<file path="src/rtl/dpsem_pkg.sv">
package dpsem_pkg;

   typedef enum logic [1:0] {
      SEM_FREE  = 2'd0,
      SEM_LEFT  = 2'd1,
      SEM_RIGHT = 2'd2
   } sem_owner_e;

   // Request state of the non-owning side after its write in this cycle.
   function automatic logic waiter_req(input logic wr, input logic wbit,
                                       input logic held);
      return wr ? ~wbit : held;
   endfunction

endpackage

</file>
<file path="src/rtl/dpsem_decode.sv">
module dpsem_decode #(
   parameter int NUM_SEM     = 8,
   parameter int PORT_ADDR_W = 14,
   parameter int DATA_W      = 8,
   localparam int SEL_W      = $clog2(NUM_SEM)
) (
   input  logic                   sel_n,
   input  logic                   mem_en_n,
   input  logic                   wr_n,
   input  logic [PORT_ADDR_W-1:0] addr,
   input  logic [DATA_W-1:0]      wdata,
   output logic                   acc,
   output logic                   rd,
   output logic [SEL_W-1:0]       idx,
   output logic                   wbit,
   output logic [NUM_SEM-1:0]     wr_hot
);
   logic we;

   assign acc  = ~sel_n & mem_en_n;
   assign rd   = acc & wr_n;
   assign we   = acc & ~wr_n;
   assign idx  = addr[SEL_W-1:0];
   assign wbit = wdata[0];

   for (genvar i = 0; i < NUM_SEM; i++) begin : g_hot
      assign wr_hot[i] = we && (idx == SEL_W'(i));
   end

   logic unused_ok;
   assign unused_ok = ^{addr[PORT_ADDR_W-1:SEL_W], wdata[DATA_W-1:1]};
endmodule

</file>
<file path="src/rtl/dpsem_cell.sv">
module dpsem_cell
   import dpsem_pkg::*;
(
   input  logic clk,
   input  logic rst,
   input  logic l_wr,
   input  logic l_bit,
   input  logic r_wr,
   input  logic r_bit,
   output logic own_l,
   output logic own_r,
   output logic pend
);
   sem_owner_e owner_q, owner_d;
   logic       pend_q, pend_d;
   logic       req;

   always_comb begin
      owner_d = owner_q;
      pend_d  = 1'b0;
      req     = 1'b0;
      unique case (owner_q)
         SEM_FREE: begin
            if (l_wr && !l_bit) begin
               owner_d = SEM_LEFT;
               pend_d  = r_wr && !r_bit;
            end else if (r_wr && !r_bit) begin
               owner_d = SEM_RIGHT;
            end
         end
         SEM_LEFT: begin
            req = waiter_req(r_wr, r_bit, pend_q);
            if (l_wr && l_bit) owner_d = req ? SEM_RIGHT : SEM_FREE;
            else               pend_d  = req;
         end
         SEM_RIGHT: begin
            req = waiter_req(l_wr, l_bit, pend_q);
            if (r_wr && r_bit) owner_d = req ? SEM_LEFT : SEM_FREE;
            else               pend_d  = req;
         end
         default: owner_d = SEM_FREE;
      endcase
   end

   always_ff @(posedge clk) begin
      if (rst) begin
         owner_q <= SEM_FREE;
         pend_q  <= 1'b0;
      end else begin
         owner_q <= owner_d;
         pend_q  <= pend_d;
      end
   end

   assign own_l = (owner_q == SEM_LEFT);
   assign own_r = (owner_q == SEM_RIGHT);
   assign pend  = pend_q;
endmodule

</file>
<file path="src/rtl/dpsem_readout.sv">
module dpsem_readout #(
   parameter int NUM_SEM = 8,
   parameter int DATA_W  = 8,
   localparam int SEL_W  = $clog2(NUM_SEM)
) (
   input  logic               clk,
   input  logic               rst,
   input  logic               rd,
   input  logic               oe_n,
   input  logic [SEL_W-1:0]   idx,
   input  logic [NUM_SEM-1:0] view,
   output logic [DATA_W-1:0]  rdata,
   output logic               drive
);
   always_ff @(posedge clk) begin
      if (rst) begin
         rdata <= '0;
         drive <= 1'b0;
      end else begin
         drive <= rd & ~oe_n;
         if (rd) rdata <= {DATA_W{view[idx]}};
      end
   end
endmodule

</file>
<file path="src/rtl/dpsem_unit.sv">
module dpsem_unit #(
   parameter int NUM_SEM        = 8,
   parameter int PORT_ADDR_W    = 14,
   parameter int DATA_W         = 8,
   parameter bit USE_SYNC_RESET = 1'b1
) (
   input  logic                   clk,
   input  logic                   rst,
   input  logic                   l_sel_n,
   input  logic                   l_mem_en_n,
   input  logic                   l_wr_n,
   input  logic                   l_oe_n,
   input  logic [PORT_ADDR_W-1:0] l_addr,
   input  logic [DATA_W-1:0]      l_wdata,
   output logic [DATA_W-1:0]      l_rdata,
   output logic                   l_drive,
   input  logic                   r_sel_n,
   input  logic                   r_mem_en_n,
   input  logic                   r_wr_n,
   input  logic                   r_oe_n,
   input  logic [PORT_ADDR_W-1:0] r_addr,
   input  logic [DATA_W-1:0]      r_wdata,
   output logic [DATA_W-1:0]      r_rdata,
   output logic                   r_drive
);
   localparam int SEL_W = $clog2(NUM_SEM);

   initial begin
      if (NUM_SEM < 2 || (1 << SEL_W) != NUM_SEM)
         $error("dpsem_unit: NUM_SEM must be a power of two, at least 2");
      if (PORT_ADDR_W <= SEL_W)
         $error("dpsem_unit: PORT_ADDR_W must exceed the select width");
      if (DATA_W < 1)
         $error("dpsem_unit: DATA_W must be at least 1");
   end

   logic rst_int;
   if (USE_SYNC_RESET) begin : g_rst
      assign rst_int = rst;
   end else begin : g_no_rst
      assign rst_int = 1'b0;
      logic unused_rst;
      assign unused_rst = rst;
   end

   logic               l_acc, l_rd, l_wbit, r_acc, r_rd, r_wbit;
   logic [SEL_W-1:0]   l_idx, r_idx;
   logic [NUM_SEM-1:0] l_hot, r_hot, own_l, own_r, pend;

   dpsem_decode #(.NUM_SEM(NUM_SEM), .PORT_ADDR_W(PORT_ADDR_W), .DATA_W(DATA_W)) u_dec_l (
      .sel_n(l_sel_n), .mem_en_n(l_mem_en_n), .wr_n(l_wr_n), .addr(l_addr),
      .wdata(l_wdata), .acc(l_acc), .rd(l_rd), .idx(l_idx), .wbit(l_wbit), .wr_hot(l_hot));

   dpsem_decode #(.NUM_SEM(NUM_SEM), .PORT_ADDR_W(PORT_ADDR_W), .DATA_W(DATA_W)) u_dec_r (
      .sel_n(r_sel_n), .mem_en_n(r_mem_en_n), .wr_n(r_wr_n), .addr(r_addr),
      .wdata(r_wdata), .acc(r_acc), .rd(r_rd), .idx(r_idx), .wbit(r_wbit), .wr_hot(r_hot));

   for (genvar i = 0; i < NUM_SEM; i++) begin : g_sem
      dpsem_cell u_cell (
         .clk(clk), .rst(rst_int),
         .l_wr(l_hot[i]), .l_bit(l_wbit),
         .r_wr(r_hot[i]), .r_bit(r_wbit),
         .own_l(own_l[i]), .own_r(own_r[i]), .pend(pend[i]));
   end

   dpsem_readout #(.NUM_SEM(NUM_SEM), .DATA_W(DATA_W)) u_out_l (
      .clk(clk), .rst(rst_int), .rd(l_rd), .oe_n(l_oe_n), .idx(l_idx),
      .view(~own_l), .rdata(l_rdata), .drive(l_drive));

   dpsem_readout #(.NUM_SEM(NUM_SEM), .DATA_W(DATA_W)) u_out_r (
      .clk(clk), .rst(rst_int), .rd(r_rd), .oe_n(r_oe_n), .idx(r_idx),
      .view(~own_r), .rdata(r_rdata), .drive(r_drive));
endmodule

</file>
<file path="config.mk">
export PLATFORM = sky130hd
export DESIGN_NAME = dpsem_unit
export DESIGN_NICKNAME = d
export VERILOG_FILES = /design/src/rtl/dpsem_pkg.sv /design/src/rtl/dpsem_decode.sv /design/src/rtl/dpsem_cell.sv /design/src/rtl/dpsem_readout.sv /design/src/rtl/dpsem_unit.sv
export SDC_FILE = /design/constraint.sdc
export NUM_CORES = 1
export LEC_CHECK = 0
export BUFFER_PORTS_ARGS = -buffer_cell sky130_fd_sc_hd__buf_2
export CAP_MARGIN = 10
export CORE_MARGIN = 5
export CORE_UTILIZATION = 56
export DETAILED_ROUTE_END_ITERATION = 12
export PLACE_DENSITY = 0.88
export SLEW_MARGIN = 20
export SYNTH_ARGS = -nofsm -noshare
export SYNTH_HDL_FRONTEND = slang
export SYNTH_SLANG_ARGS = --single-unit
</file>
<file path="constraint.sdc">
create_clock -name clk -period 3.9 [get_ports clk]
set_input_delay 0.195 -clock clk [delete_from_list [all_inputs] [get_ports clk]]
set_output_delay 0.195 -clock clk [all_outputs]
set_load 0.05 [all_outputs]
</file>
==> out/qor.yml <==
clock_skew_ns: 0.00941
numCtsBuffers: 3
outcome: "completed"
clock.fmax_ghz: 0.555
final_common_cell: "nand2_1"
path_max_fanout: 9
cp.arrival_ns: 2.01
p_sw_uw: 194
setup_ws_ns: 2.10
hold_viol_final: 0
yosys_warnings: 0
seq_power_share_pct: 44.9
avgSynthCellArea_um2: 7.11
max_stage_delay_ns: 0.71
wire_per_inst_um: 16.7
port_buffers: 35
die_width_um: 75.5
slowest_stage: "or4b_1"
cts_max_level: 1
rows: 23
post_cts_resized: 0
setup_viol_count_final: 0
fp.coreArea_mm2: 0.00409
synth_cell_type_count: 59
synthArstFlopShare_pct: 0
required_ns: 4.11
drv_slew: 0
pin_count: 72
vias_per_cell: 6.80
crit_buf_inv: 1
cts_hold_buf: 0
cell_internal_pwr_uw: 457
p_sw_share_pct: 29.8
antennaDiodeCount: 0
syn_area_mm2: 0.00240
drc: 0
synth-seq-cells: 28
synthFlopType: "dfxtp_1"
min_period_ns: 1.80
max_cap_violations: 0
max_slew_margin_pct: 41.4
final_cell_mix: "38 x nand2_1, 35 x buf_2, 31 x nor2_1"
rsz0062_at_grt: "no"
cp_cell_sequence: "buf_2 -> or4b_1 -> nor3_2 -> nor2b_1 -> or4_1 -> o21ai_0"
post-place-ws_ns: 1.66
cts_tree: "yes"
overflow: 0
antenna_found_initial: 0
hp-class: "in2reg"
fin_crit_sh_pct: 46.2
area_delta_synth_final_pct: 5.88
cts_root_buf: "clkbuf_8"
dp_hpwl_mm: 4.76
p_comb_share_pct: 18.8
grt_pass1_vias: 2403
clk_latency_ns: 0.28
drt.antenna.violating_nets: 0
start_util_pct: 58.8
via_count: 2674
grt_max_degree: 27
fp.dieArea_mm2: 0.00570
worst_setup_path_end_kind: "flip-flop"
start_kind: "primary input"
totalWireLength_mm: 6.57
crit_family: "simple AND/OR/NAND/NOR gates"
clockBufferDepth: 2
fin_nets: 398
firstDrtPassIters: 5
syn_nets: 392
powerDensity_mw_per_mm2: 256
p_leak_uw: 0.000856
ir_drop_uv: 353
tightest_slew_ns: 0.867
post_cts_buffers: 0
grt_usage_pct: 24.2
clkPwrFrac_pct: 36.3
grt_pass1_wl_mm: 10.9
synth-edff-count: 0
critPathKind: "in2reg"
drive_above_1_share_pct: 16.0
clk_pin_slew_worst_paths_ns: 0.11
clock-sinks: 28
timing.setup.tns_ns: 0
synth_cells: 338
yosysSeqAreaShare_pct: 23.3
place.gp.congestion: 0.919
first_iter_violations: 404
dieHeight_um: 75.5
## state kept, by name, summed over array words and instances, names as in the netlist
| register | cells |
|---|---|
| g_sem.u_cell.owner_q | 16 |
| g_sem.u_cell.pend | 8 |
| u_out_l.drive | 1 |
| u_out_l.rdata | 1 |
| u_out_r.drive | 1 |
| u_out_r.rdata | 1 |
## cell families (layout without fill, tap and decap cells)
family	after synthesis	count (layout)	synth area share, %
simple gates	174	174	38.8
mux	4	4	2.76
compound gates	90	90	26.3
flops	28	28	23.3
buf+inv	42	47	8.80
## cells in the mapped netlist (2+ instances only)
library cell | n | share of area [%]
o31ai_1 | 3 | 0.94
buf_1 | 2 | 0.31
inv_1 | 6 | 0.94
nor4b_1 | 2 | 0.73
nand3b_1 | 3 | 0.94
a211oi_1 | 6 | 1.9
buf_4 | 14 | 4.4
and3_1 | 5 | 1.3
nor3_1 | 24 | 5.0
nand2b_1 | 10 | 2.6
o21ai_0 | 15 | 3.1
nor2b_1 | 11 | 2.9
a311oi_1 | 4 | 1.5
mux4_2 | 2 | 1.9
a221o_1 | 2 | 0.83
a21oi_1 | 21 | 4.4
o311ai_0 | 2 | 0.73
o41ai_1 | 2 | 0.73
nand4bb_1 | 2 | 0.94
nand4_1 | 2 | 0.52
nor2_1 | 31 | 4.8
nor3_2 | 2 | 0.83
or3_1 | 4 | 1.0
a221oi_1 | 5 | 1.8
and2_1 | 3 | 0.78
nand3_1 | 15 | 3.1
a31oi_1 | 8 | 2.1
a32oi_1 | 2 | 0.73
a32o_1 | 2 | 0.83
a21boi_0 | 2 | 0.62
nor4_1 | 4 | 1.0
dfxtp_1 | 28 | 23
a211o_1 | 2 | 0.73
clkbuf_1 | 19 | 3.0
nand2_1 | 38 | 5.9
or2_2 | 3 | 0.78
nor3b_1 | 8 | 2.5
a31o_2 | 2 | 0.73
nor4bb_1 | 2 | 0.83
## worst paths after layout
check	start	slack, ns	to	cells past startpoint
min reg2reg	g_sem[4].u_cell.pend	0.51	g_sem[4].u_cell.owner_q[0]	2
max reg2reg	g_sem[6].u_cell.owner_q[0]	2.10	g_sem[6].u_cell.owner_q[0]	3
max	r_addr[2]	2.10	g_sem[2].u_cell.owner_q[0]	6
min	l_oe_n	0.05	u_out_l.drive	2
## through the flow
stage	instances	cell area (um^2)	hold slack, ns	util, %	total power, uW
after floorplan	338	2400	0.267	-	395
after global placement	389	2470	0.355	60.4	416
after detailed placement	389	2470	0.357	60.4	418
after CTS	393	2540	0.0486	62.1	653
after global routing	393	2540	0.0357	62.3	680
final	393	2540	0.0490	62.3	651
## layer usage
layer  track usage (%)  vias up  wire, um
met2              39.8      181      2960
met4              9.32        0       123
met5                 0        -         0
met3              3.56       18       736
li1                  -     1263         -
met1              31.9     1212      2750
## worst register-to-register path, cell delays in order, from the launching register on
cell and delay (ns):
dfxtp_1 0.59, a211oi_1 0.08, a2111oi_0 0.63, mux2_2 0.40
## area by class of cell
class / count / area, um^2
timing repair buffer: 37 / 190
fill: 369 / 1540
multi-input combinational: 268 / 1640
sequential: 28 / 561
clock inverter: 1 / 30.0
clock buffer: 3 / 41.3
inverter: 6 / 22.5
tap: 50 / 62.6
## power by group through the flow
| stage | combinational [uW] | sequential, uW | clock (uW) |
|---|---|---|---|
| 6_report | 122 | 293 | 237 |
| 5_1_grt | 130 | 294 | 256 |
| 4_1_cts | 119 | 293 | 241 |
| 3_5_place_dp | 119 | 299 | 0 |
| 3_3_place_gp | 117 | 299 | 0 |
| 2_1_floorplan | 91.9 | 303 | 0 |
(Power assumes the default switching activity.)
